**src/rtl/tdm_tx_pkg.sv**
```systemverilog
package tdm_tx_pkg;

    localparam int LANE_DAT  = 0;
    localparam int LANE_ADR  = 1;
    localparam int NUM_LANES = 2;

    typedef enum logic {
        LEAD_ONE = 1'b0,
        LEAD_TWO = 1'b1
    } lead_e;

    typedef struct packed {
        logic open;   // a slot starts on this edge
        logic close;  // the frame ends or is aborted on this edge
        logic fault;  // frame pulse out of place
    } slot_evt_t;

    function automatic int lead_bits(lead_e l);
        return (l == LEAD_TWO) ? 2 : 1;
    endfunction

    function automatic int last_slot(int cfg, int max_slots);
        if (cfg <= 0) return 0;
        if (cfg >= max_slots) return max_slots - 1;
        return cfg - 1;
    endfunction

endpackage

```
**src/rtl/tdm_slot_timer.sv**
```systemverilog
module tdm_slot_timer
    import tdm_tx_pkg::*;
#(
    parameter int SLOT_BITS = 16,
    parameter int MAX_SLOTS = 8,
    localparam int SW = $clog2(MAX_SLOTS)
) (
    input  logic          clk,
    input  logic          rst,
    input  logic          frm_i,
    input  lead_e         lead_i,
    input  logic [SW-1:0] last_i,
    output slot_evt_t     evt_o,
    output logic [SW-1:0] idx_o,
    output logic          ferr_o
);
    localparam int OW = $clog2(SLOT_BITS);
    localparam logic [OW-1:0] OFF_MAX = OW'(SLOT_BITS - 1);

    logic          armed_q;
    logic          wait_q;
    logic          run_q;
    logic [SW-1:0] slot_q;
    logic [OW-1:0] off_q;
    logic          ferr_q;

    logic at_end, start0, on_time, fault, advance;
    int   lead;

    always_comb begin
        lead    = lead_bits(lead_i);
        at_end  = run_q && (off_q == OFF_MAX);
        start0  = armed_q && !wait_q;
        on_time = !armed_q &&
                  (!run_q || ((slot_q == last_i) && (int'(off_q) >= SLOT_BITS - 1 - lead)));
        fault   = frm_i && !on_time;
        advance = at_end && (slot_q != last_i);
        evt_o.open  = !frm_i && (start0 || advance);
        evt_o.close = fault || (at_end && (slot_q == last_i));
        evt_o.fault = fault;
        idx_o = start0 ? '0 : SW'(slot_q + 1'b1);
    end

    always_ff @(posedge clk) begin
        if (rst) begin
            armed_q <= 1'b0;
            wait_q  <= 1'b0;
            run_q   <= 1'b0;
            slot_q  <= '0;
            off_q   <= '0;
            ferr_q  <= 1'b0;
        end else begin
            if (run_q) begin
                if (at_end) begin
                    if (slot_q == last_i) begin
                        run_q <= 1'b0;
                    end else begin
                        slot_q <= SW'(slot_q + 1'b1);
                        off_q  <= '0;
                    end
                end else begin
                    off_q <= OW'(off_q + 1'b1);
                end
            end
            if (armed_q && wait_q) wait_q <= 1'b0;
            if (frm_i) begin
                armed_q <= 1'b1;
                wait_q  <= (lead_i == LEAD_TWO);
                if (fault) begin
                    run_q  <= 1'b0;
                    ferr_q <= 1'b1;
                end
            end else if (start0) begin
                armed_q <= 1'b0;
                run_q   <= 1'b1;
                slot_q  <= '0;
                off_q   <= '0;
            end
        end
    end

    assign ferr_o = ferr_q;

    AST_SLOT_IN_FRAME: assert property (@(posedge clk) disable iff (rst)
        run_q |-> (slot_q <= last_i));
    AST_FAULT_STICKY: assert property (@(posedge clk) disable iff (rst)
        $past(ferr_q) |-> ferr_q);
    AST_FAULT_DROPS_RUN: assert property (@(posedge clk) disable iff (rst)
        (frm_i && !on_time) |=> !run_q);

endmodule

```
**src/rtl/tdm_word_buffer.sv**
```systemverilog
module tdm_word_buffer
    import tdm_tx_pkg::*;
#(
    parameter int W = 16,
    parameter int MAX_SLOTS = 8,
    localparam int SW = $clog2(MAX_SLOTS)
) (
    input  logic                          clk,
    input  logic                          rst,
    input  logic                          frm_i,
    input  logic                          open_i,
    input  logic [SW-1:0]                 idx_i,
    input  logic [SW-1:0]                 last_i,
    input  logic [MAX_SLOTS-1:0]          slot_en_i,
    input  logic                          ld_valid_i,
    input  logic [W-1:0]                  ld_data_i,
    input  logic [W-1:0]                  ld_addr_i,
    output logic                          req_o,
    output logic [SW-1:0]                 req_slot_o,
    output logic [NUM_LANES-1:0][W-1:0]   word_o,
    output logic                          under_o
);
    logic                         req_q;
    logic [SW-1:0]                rslot_q;
    logic                         full_q;
    logic [NUM_LANES-1:0][W-1:0]  hold_q;
    logic                         under_q;

    logic                         accept, en_cur, en_nxt, has_nxt, starve;
    logic [SW-1:0]                nxt;
    logic [NUM_LANES-1:0][W-1:0]  offered;

    always_comb begin
        offered[LANE_DAT] = ld_data_i;
        offered[LANE_ADR] = ld_addr_i;
        accept  = req_q && ld_valid_i && !frm_i;
        nxt     = SW'(idx_i + 1'b1);
        has_nxt = (idx_i != last_i);
        en_cur  = slot_en_i[idx_i];
        en_nxt  = has_nxt && slot_en_i[nxt];
        starve  = open_i && en_cur && !full_q && !accept;
        if (full_q)      word_o = hold_q;
        else if (accept) word_o = offered;
        else             word_o = '0;
    end

    always_ff @(posedge clk) begin
        if (rst) begin
            req_q   <= 1'b0;
            rslot_q <= '0;
            full_q  <= 1'b0;
            hold_q  <= '0;
            under_q <= 1'b0;
        end else if (frm_i) begin
            req_q   <= slot_en_i[0];
            rslot_q <= '0;
            full_q  <= 1'b0;
        end else if (open_i) begin
            full_q  <= 1'b0;
            req_q   <= en_nxt;
            rslot_q <= nxt;
            if (starve) under_q <= 1'b1;
        end else if (accept) begin
            hold_q <= offered;
            full_q <= 1'b1;
            req_q  <= 1'b0;
        end
    end

    assign req_o      = req_q;
    assign req_slot_o = rslot_q;
    assign under_o    = under_q;

    AST_REQ_ORIGIN: assert property (@(posedge clk) disable iff (rst)
        $rose(req_q) |-> $past(frm_i || open_i));
    AST_ONE_OUTSTANDING: assert property (@(posedge clk) disable iff (rst)
        full_q |-> !req_q);
    AST_UNDERRUN_STICKY: assert property (@(posedge clk) disable iff (rst)
        $past(under_q) |-> under_q);

endmodule

```
**src/rtl/tdm_lane_shifter.sv**
```systemverilog
module tdm_lane_shifter #(
    parameter int W = 16
) (
    input  logic         clk,
    input  logic         rst,
    input  logic         open_i,
    input  logic         close_i,
    input  logic         own_i,
    input  logic [W-1:0] word_i,
    output logic         bit_o,
    output logic         oe_o
);
    logic [W-2:0] sh_q;
    logic         bit_q;
    logic         oe_q;

    always_ff @(posedge clk) begin
        if (rst) begin
            sh_q  <= '0;
            bit_q <= 1'b0;
            oe_q  <= 1'b0;
        end else if (open_i) begin
            oe_q  <= own_i;
            bit_q <= word_i[W-1];
            sh_q  <= word_i[W-2:0];
        end else if (close_i) begin
            oe_q  <= 1'b0;
            bit_q <= 1'b0;
            sh_q  <= '0;
        end else begin
            bit_q <= sh_q[W-2];
            sh_q  <= {sh_q[W-3:0], 1'b0};
        end
    end

    assign bit_o = bit_q;
    assign oe_o  = oe_q;

    AST_QUIET_WHEN_RELEASED: assert property (@(posedge clk) disable iff (rst)
        !oe_q |-> !bit_q);
    AST_OE_ON_BOUNDARY: assert property (@(posedge clk) disable iff (rst)
        (oe_q != $past(oe_q)) |-> $past(open_i || close_i));

endmodule

```
**src/rtl/tdm_addr_slot_tx.sv**
```systemverilog
module tdm_addr_slot_tx
    import tdm_tx_pkg::*;
#(
    parameter int SLOT_BITS = 16,
    parameter int MAX_SLOTS = 8,
    localparam int SW = $clog2(MAX_SLOTS),
    localparam int CW = $clog2(MAX_SLOTS + 1)
) (
    input  logic                 clk,
    input  logic                 rst,
    input  logic                 frm_i,
    input  logic                 cfg_lead_i,
    input  logic [CW-1:0]        cfg_slots_i,
    input  logic [MAX_SLOTS-1:0] slot_en_i,
    output logic                 req_o,
    output logic [SW-1:0]        req_slot_o,
    input  logic                 ld_valid_i,
    input  logic [SLOT_BITS-1:0] ld_data_i,
    input  logic [SLOT_BITS-1:0] ld_addr_i,
    output logic                 dat_o,
    output logic                 dat_oe_o,
    output logic                 adr_o,
    output logic                 adr_oe_o,
    output logic                 underrun_o,
    output logic                 frame_err_o
);
    slot_evt_t                           evt;
    logic [SW-1:0]                       idx;
    logic [SW-1:0]                       last;
    logic [NUM_LANES-1:0][SLOT_BITS-1:0] words;
    logic [NUM_LANES-1:0]                bits;
    logic [NUM_LANES-1:0]                oes;
    logic                                own;

    assign last = SW'(last_slot(int'(cfg_slots_i), MAX_SLOTS));
    assign own  = slot_en_i[idx];

    tdm_slot_timer #(.SLOT_BITS(SLOT_BITS), .MAX_SLOTS(MAX_SLOTS)) u_timer (
        .clk    (clk),
        .rst    (rst),
        .frm_i  (frm_i),
        .lead_i (lead_e'(cfg_lead_i)),
        .last_i (last),
        .evt_o  (evt),
        .idx_o  (idx),
        .ferr_o (frame_err_o)
    );

    tdm_word_buffer #(.W(SLOT_BITS), .MAX_SLOTS(MAX_SLOTS)) u_buffer (
        .clk        (clk),
        .rst        (rst),
        .frm_i      (frm_i),
        .open_i     (evt.open),
        .idx_i      (idx),
        .last_i     (last),
        .slot_en_i  (slot_en_i),
        .ld_valid_i (ld_valid_i),
        .ld_data_i  (ld_data_i),
        .ld_addr_i  (ld_addr_i),
        .req_o      (req_o),
        .req_slot_o (req_slot_o),
        .word_o     (words),
        .under_o    (underrun_o)
    );

    for (genvar g = 0; g < NUM_LANES; g++) begin : g_lane
        tdm_lane_shifter #(.W(SLOT_BITS)) u_lane (
            .clk     (clk),
            .rst     (rst),
            .open_i  (evt.open),
            .close_i (evt.close),
            .own_i   (own),
            .word_i  (words[g]),
            .bit_o   (bits[g]),
            .oe_o    (oes[g])
        );
    end

    assign dat_o    = bits[LANE_DAT];
    assign dat_oe_o = oes[LANE_DAT];
    assign adr_o    = bits[LANE_ADR];
    assign adr_oe_o = oes[LANE_ADR];

    AST_LANES_TOGETHER: assert property (@(posedge clk) disable iff (rst)
        dat_oe_o == adr_oe_o);
    AST_FAULT_RELEASES: assert property (@(posedge clk) disable iff (rst)
        $rose(frame_err_o) |-> (!dat_oe_o && !adr_oe_o));

endmodule

```
**config.mk**
```make
export PLATFORM = sky130hd
export DESIGN_NAME = tdm_addr_slot_tx
export DESIGN_NICKNAME = d
export VERILOG_FILES = /design/src/rtl/tdm_tx_pkg.sv /design/src/rtl/tdm_slot_timer.sv /design/src/rtl/tdm_word_buffer.sv /design/src/rtl/tdm_lane_shifter.sv /design/src/rtl/tdm_addr_slot_tx.sv
export SDC_FILE = /design/constraint.sdc
export NUM_CORES = 1
export LEC_CHECK = 0
export BUFFER_PORTS_ARGS = -buffer_cell sky130_fd_sc_hd__buf_2
export CELL_PAD_IN_SITES_DETAIL_PLACEMENT = 0
export CELL_PAD_IN_SITES_GLOBAL_PLACEMENT = 2
export CORE_UTILIZATION = 31
export CTS_CLUSTER_SIZE = 40
export DETAILED_ROUTE_END_ITERATION = 8
export PLACE_DENSITY_LB_ADDON = 0.1
export SLEW_MARGIN = 20
export SYNTH_ARGS = -nofsm -noshare
export SYNTH_HDL_FRONTEND = slang
export SYNTH_SLANG_ARGS = --single-unit
```
**constraint.sdc**
```tcl
create_clock -name clk -period 2.2 [get_ports clk]
set_input_delay 0.22 -clock clk [delete_from_list [all_inputs] [get_ports clk]]
set_output_delay 0.22 -clock clk [all_outputs]
set_load 0.01 [all_outputs]
```
# After elaboration in Yosys (flattened, before gate mapping)
# Index checks and enable logic that the tools add are counted.
# word_totals
ff_bits	82
latchBits	0
mem_bits_rw	0
mem_bits_ro	0
in_bits	49
out_inout_bits	10
elab_cells	114
mem_count	0
# op_classes
n_addsub	5
n_mul	0
n_div	0
n_lt_le_gt_ge	5
eq_ne	4
shifts	0
mux	47
bitwise	2
n_reduce_logical	34
# ops
operator	n
2-to-1 mux 32 bit	2
2-to-1 mux 15 bit	4
>= comparator 5 x 32 -> 1 bit	1
subtractor 5 x 32 -> 32 bit (first input constant)	1
2-to-1 mux 3 bit	9
2-to-1 mux 1 bit	24
2-to-1 mux 4 bit	5
logical AND 1 bit	15
< comparator 3 x 4 -> 1 bit (second input constant)	2
zero test 1 bit	7
adder 3 x 1 -> 3 bit (second input constant)	2
binary-select mux 1 bit (select 3 bit)	2
inequality test 3 bit	2
AND reduction 3 bit	2
nonzero test 2 bit	3
adder 4 x 1 -> 4 bit (second input constant)	1
== test 4 bit (second input constant)	1
>= comparator 4 bit (second input constant)	1
<= comparator 4 x 1 -> 1 bit (second input constant)	1
== test 3 bit	1
logical OR 1 bit	3
nonzero test 3 bit	1
OR reduction 3 bit	1
subtractor 3 x 1 -> 3 bit (second input constant)	1
4 further kinds	5

# Logic depth before layout (Yosys ltp)
# logic_depth
depth_word	14
depth_mapped	10
ltp_nobuf	9

# Cells and area by module
# A second synthesis with hierarchy kept.
# unflattened
cells_unflattened	443
hier_area_um2	4086.4
# modules_own_cells
module	instances	cells_per_inst	area_per_inst_um2	seq_area_each_um2
tdm_word_buffer	1	226	1841.8	760.7
tdm_lane_shifter	2	67	729.4	340.3
tdm_slot_timer	1	72	669.4	220.2
tdm_addr_slot_tx	1	11	116.4	0.0

# Worst setup path before layout
# No wires, ideal clock.
# synth_path
kind	input -> register
from	in cfg_slots_i[0]
to	reg g_lane[0].u_lane.bit_q
setup_time_ns	0.059
arrival_ns	2.272
required_ns	2.141
setup_slack_ns	-0.132
cell_stages	9
n_path_buf	1
path_cell_list	inv_1 -> ha_1 -> or4b_1 -> o211ai_2 -> a211oi_4 -> o31a_1 -> nor4_4 -> buf_6 -> a22o_1
# synth_between
elab_chain_cells	14
elab_cells_between_ends	23
classes_between	1 x add/sub; 2 x order compare; 2 x eq/ne; 8 x mux; 10 x reduce/logical
# synth_rtl
element	line_no	text
start: declaration	tdm_addr_slot_tx.sv:13	input logic [CW-1:0] cfg_slots_i,
>= comparator 4 bit	tdm_tx_pkg.sv:24	if (cfg >= max_slots) return max_slots - 1;
2-to-1 mux 1 bit (2 in a row)	tdm_tx_pkg.sv:24	
2-to-1 mux 3 bit	tdm_tx_pkg.sv:25	return cfg - 1;
2-to-1 mux 3 bit (*)	tdm_tx_pkg.sv:24	
== test 3 bit	tdm_slot_timer.sv:35, tdm_slot_timer.sv:39	
logical AND 1 bit	tdm_slot_timer.sv:35	(!run_q || ((slot_q == last_i) && (int'(off_q) >= SLOT_BITS - 1 - lead)));
logical OR 1 bit	tdm_slot_timer.sv:35	
logical AND 1 bit	tdm_slot_timer.sv:34	on_time = !armed_q &&
zero test 1 bit	tdm_slot_timer.sv:36	fault = frm_i && !on_time;
logical AND 1 bit	tdm_slot_timer.sv:36	
logical OR 1 bit	tdm_slot_timer.sv:39	evt_o.close = fault || (at_end && (slot_q == last_i));
2-to-1 mux 1 bit	tdm_lane_shifter.sv:26	end else if (close_i) begin
2-to-1 mux 1 bit (*)	tdm_lane_shifter.sv:22	end else if (open_i) begin
end signal: assignment	tdm_lane_shifter.sv:24	bit_q <= word_i[W-1];
end signal: assignment	tdm_lane_shifter.sv:31	bit_q <= sh_q[W-2];
end: declaration	tdm_lane_shifter.sv:14	logic bit_q;
# Every way passes the cells marked *; elsewhere a longest branch is shown, timed or not. The select of a mux whose other input is x is not followed.
# A chain may end at the register's enable or synchronous reset.

# Worst setup path after layout
# layout_path
from	reg u_timer.slot_q[1]
to	reg g_lane[1].u_lane.bit_q
# layout_between
elab_chain_cells	9
elab_cells_between_ends	14
classes_between	2 x eq/ne; 2 x mux; 10 x reduce/logical
# layout_rtl
element	line_no	text
start: declaration	tdm_slot_timer.sv:23	logic [SW-1:0] slot_q;
start signal: assignment	tdm_slot_timer.sv:58	slot_q <= SW'(slot_q + 1'b1);
== test 3 bit	tdm_slot_timer.sv:35, tdm_slot_timer.sv:39	
logical AND 1 bit	tdm_slot_timer.sv:35	
logical OR 1 bit	tdm_slot_timer.sv:35	
logical AND 1 bit	tdm_slot_timer.sv:34	
zero test 1 bit	tdm_slot_timer.sv:36	
logical AND 1 bit	tdm_slot_timer.sv:36	
logical OR 1 bit	tdm_slot_timer.sv:39	
2-to-1 mux 1 bit	tdm_lane_shifter.sv:26	
2-to-1 mux 1 bit (*)	tdm_lane_shifter.sv:22	
end signal: assignment	tdm_lane_shifter.sv:24	
end signal: assignment	tdm_lane_shifter.sv:31	
end: declaration	tdm_lane_shifter.sv:14	
# Every way passes the cells marked *; elsewhere a longest branch is shown, timed or not.

==> results.toml <==
[worst_setup_path]
cp_max_fo = 8
r2r-start = "u_timer.slot_q[1]"
crit_start = "u_timer.slot_q[1]"
worst_setup_path_start_kind = "register"
worst_setup_path_end_kind = "register"
cp_data_required_time_ns = 2.49
arrival_ns = 2.49
crit_type = "register to register"

[global_routing]
grt_max_degree = 40
grtUsageTotal_pct = 16.8
grt-ovfl-total = 0
antenna_found_initial = 0
first_global_vias = 3475
grt_pass1_wl_um = 17500

[routing]
dr.pass1.iters = 4
met2_length_um = 4880
met1_length_um = 5630
route.detailed.wl_per_inst_um = 15.0
via_count = 3582
initialDrtViolationCount = 163
top_layer = "met4"
drc_errors = 0
drtAntennaViolNets = 0
wl_um = 11000
wl_met3_um = 444
viasPerCell = 4.86

[synthesis]
synth_cell_types = 52
syn_area_sq_mm = 0.00405
ys.warnings.count = 0
avgSynthCellArea_sq_um = 8.48
synth_edf_count = 0
synth_top_cell_by_area = "dfxtp_1"
synth-seq-cells = 82
synth_area_leaders = "dfxtp_1 41%, o21ai_0 7.4%, a22o_1 6.7%"
synth_top_area_share_pct = 40.5
syn_inst = 478
synthArstFlopShare_pct = 0
ys.flop_type = "dfxtp_1"
ys_seq_area_share_pct = 40.5
syn_nets = 533

[timing]
hold_viol = 0
slew_violations = 0
worst_clock_skew_ns = 0.00855
timing.fmax_ghz = 0.455
rsz0062_at_grt = "yes"
setup_viol = 0
period_share_pct = 99.9
setup_slack_ns = 0.00144
relSlewSlack_pct = 58.8
fin_crit_ns = 2.20
tightest_slew_ns = 0.613

[clock_tree]
numCtsBuffers = 9
htreeDepth = 3
cts.path.max_buffers = 2
cts_root_buf = "clkbuf_16"
insertion_delay_ns = 0.35
cts.sinks = 82
clk_pin_slew_ns = 0.07
tritoncts = "built"

[layout]
antenna_cells = 0
synthToLayoutAreaGrowth_pct = 33.2
layout-drive-gt1-share_pct = 27.6
nets = 615
design_area_sq_mm = 0.00540
instances_no_fill = 737

[floorplanning]
fp.coreArea_sq_mm = 0.0127
num_rows = 41
io_pins = 59
dieWidth_um = 116
die_h_um = 116
die-area_sq_mm = 0.0135
initial_core_util_pct = 32.0

[pwr]
switchingPower_uw = 884
p_int_uw = 2720
combPwrFrac_pct = 11.8
sequentialPowerShare_pct = 42.4
p_sw_share_pct = 24.5
powerDensity_mw_per_mm2 = 667
leakage_uw = 0.00209
peakVddDrop_mv = 0.394
clkPwrFrac_pct = 45.8

[hold_path]
hold_start = "ld_data_i[0]"
hp-class = "input port to register"

[placed_design]
portBuffers = 58
hpwl_um = 6890
place_ws_ns = -0.283
dpl-instance-area_sq_mm = 0.00476
gp_congestion = 0.757
dp_cells = 703

[outcome]
status = "completed"

[job]
cap_viol_max_count = 0
synth_stat cells, types with 2 or more instances:
library cell	n
xnor2_1	4
inv_1	11
nand4bb_1	3
clkbuf_1	28
and2_1	2
buf_6	3
ha_1	6
buf_2	8
mux2i_1	10
nor2_1	21
nand3b_1	2
dfxtp_1	82
o211ai_1	2
nand2_1	71
mux2_2	2
o21ai_0	60
nor2b_1	3
a21oi_1	16
a211oi_1	2
xor2_1	3
nor3_1	6
nand2b_1	41
a22o_1	31
or3_1	3
o31a_1	2
nand4b_1	30
power groups by stage:
stage          Clock, uW  Sequential [uW]  Combinational, uW
4_1_cts             1700             1530                397
6_report            1650             1530                424
2_1_floorplan          0             1560                202
3_5_place_dp           0             1560                358
5_1_grt             1760             1530                465
3_3_place_gp           0             1560                355
cell type report:
type	count	area, sq um
Inverter	11	48.8
Clock buffer	9	225
Fill cell	1288	7270
Multi-Input combinational cell	345	2290
Sequential cell	82	1650
Timing Repair Buffer	111	871
Tap cell	172	215
Clock inverter	7	100
cells in the final DEF, fill, tap and decap left out, types with 10 or more instances in the layout:
master / instances
nand4b_1: 30
a21oi_1: 15
nor2_1: 19
buf_4: 36
nand2_1: 70
clkbuf_16: 12
a22o_1: 31
o21ai_0: 56
buf_2: 58
mux2i_1: 10
dfxtp_1: 79
nand2b_1: 40
per-layer routing:
layer  vias up  global-route usage, %
li1       1856                      -
met1      1660                   23.1
met2        59                   25.7
met3         7                   4.62
met4         0                   4.87
met5         -                      0
logic make-up after synthesis:
kind of cell               count (synthesis)  share of synthesized area (%)
DFF                                       82                           40.5
AOI/OAI and AO/OA                        128                           20.8
adders and majority gates                  6                           1.85
buffers and inverters                     51                           5.62
muxes                                     12                           3.03
and+or+nand+nor                          192                           26.7
xor gates and xnor gates                   7                           1.51
through the flow:
stage | total power (uW) | TNS [ns] | util [%] | hold WS [ns]
after floorplan | 1760 | 0 | - | 0.375
after global placement | 1920 | -14.56 | 37.5 | 0.424
after detailed placement | 1920 | -16.94 | 37.5 | 0.427
after CTS | 3620 | -0.0322 | 41.4 | 0.127
after global routing | 3760 | -3.80 | 42.6 | 0.140
final | 3600 | 0 | 42.6 | 0.139
worst paths after layout:
kind                                                   to  slack [ns]  depth (start not counted)
worst min-delay path                   u_buffer.hold_q[0]        0.14                          3
worst min register to register  g_lane[1].u_lane.sh_q[13]        0.44                          1
worst max register to register     g_lane[1].u_lane.bit_o       0.001                          8
worst max-delay path               g_lane[1].u_lane.bit_o       0.001                          8
what timing repair did:
action / in CTS / in global routing
hold buffers: 0 / 0
endpoints found under the hold margin: 0 / 0
pin swaps: 6 / 6
setup buffers: 12 / 2
gates resized for setup: 12 / 15
setup endpoints to repair: 51 / 66
gates cloned: 2 / 3
sequential cells by signal, indices dropped and copies added, names as in the netlist:
name                 count
u_buffer.req_o           1
u_buffer.under_o         1
g_lane.u_lane.sh_q      30
g_lane.u_lane.oe_o       1
u_buffer.req_slot_o      3
g_lane.u_lane.bit_o      2
u_timer.armed_q          1
u_buffer.full_q          1
u_timer.off_q            4
u_timer.run_q            1
u_timer.wait_q           1
u_timer.ferr_o           1
u_buffer.hold_q         32
u_timer.slot_q           3
worst max-delay path, cell delays in order (launching register included):
cell and delay [ns]:
dfxtp_4 0.36, or4b_4 0.46, o211ai_2 0.09, a211oi_4 0.11, o31a_1 0.35, nor4_4 0.28
buf_6 0.19, clkbuf_16 0.17, a22o_1 0.14
Note: power is estimated with default switching activity, not from simulation.
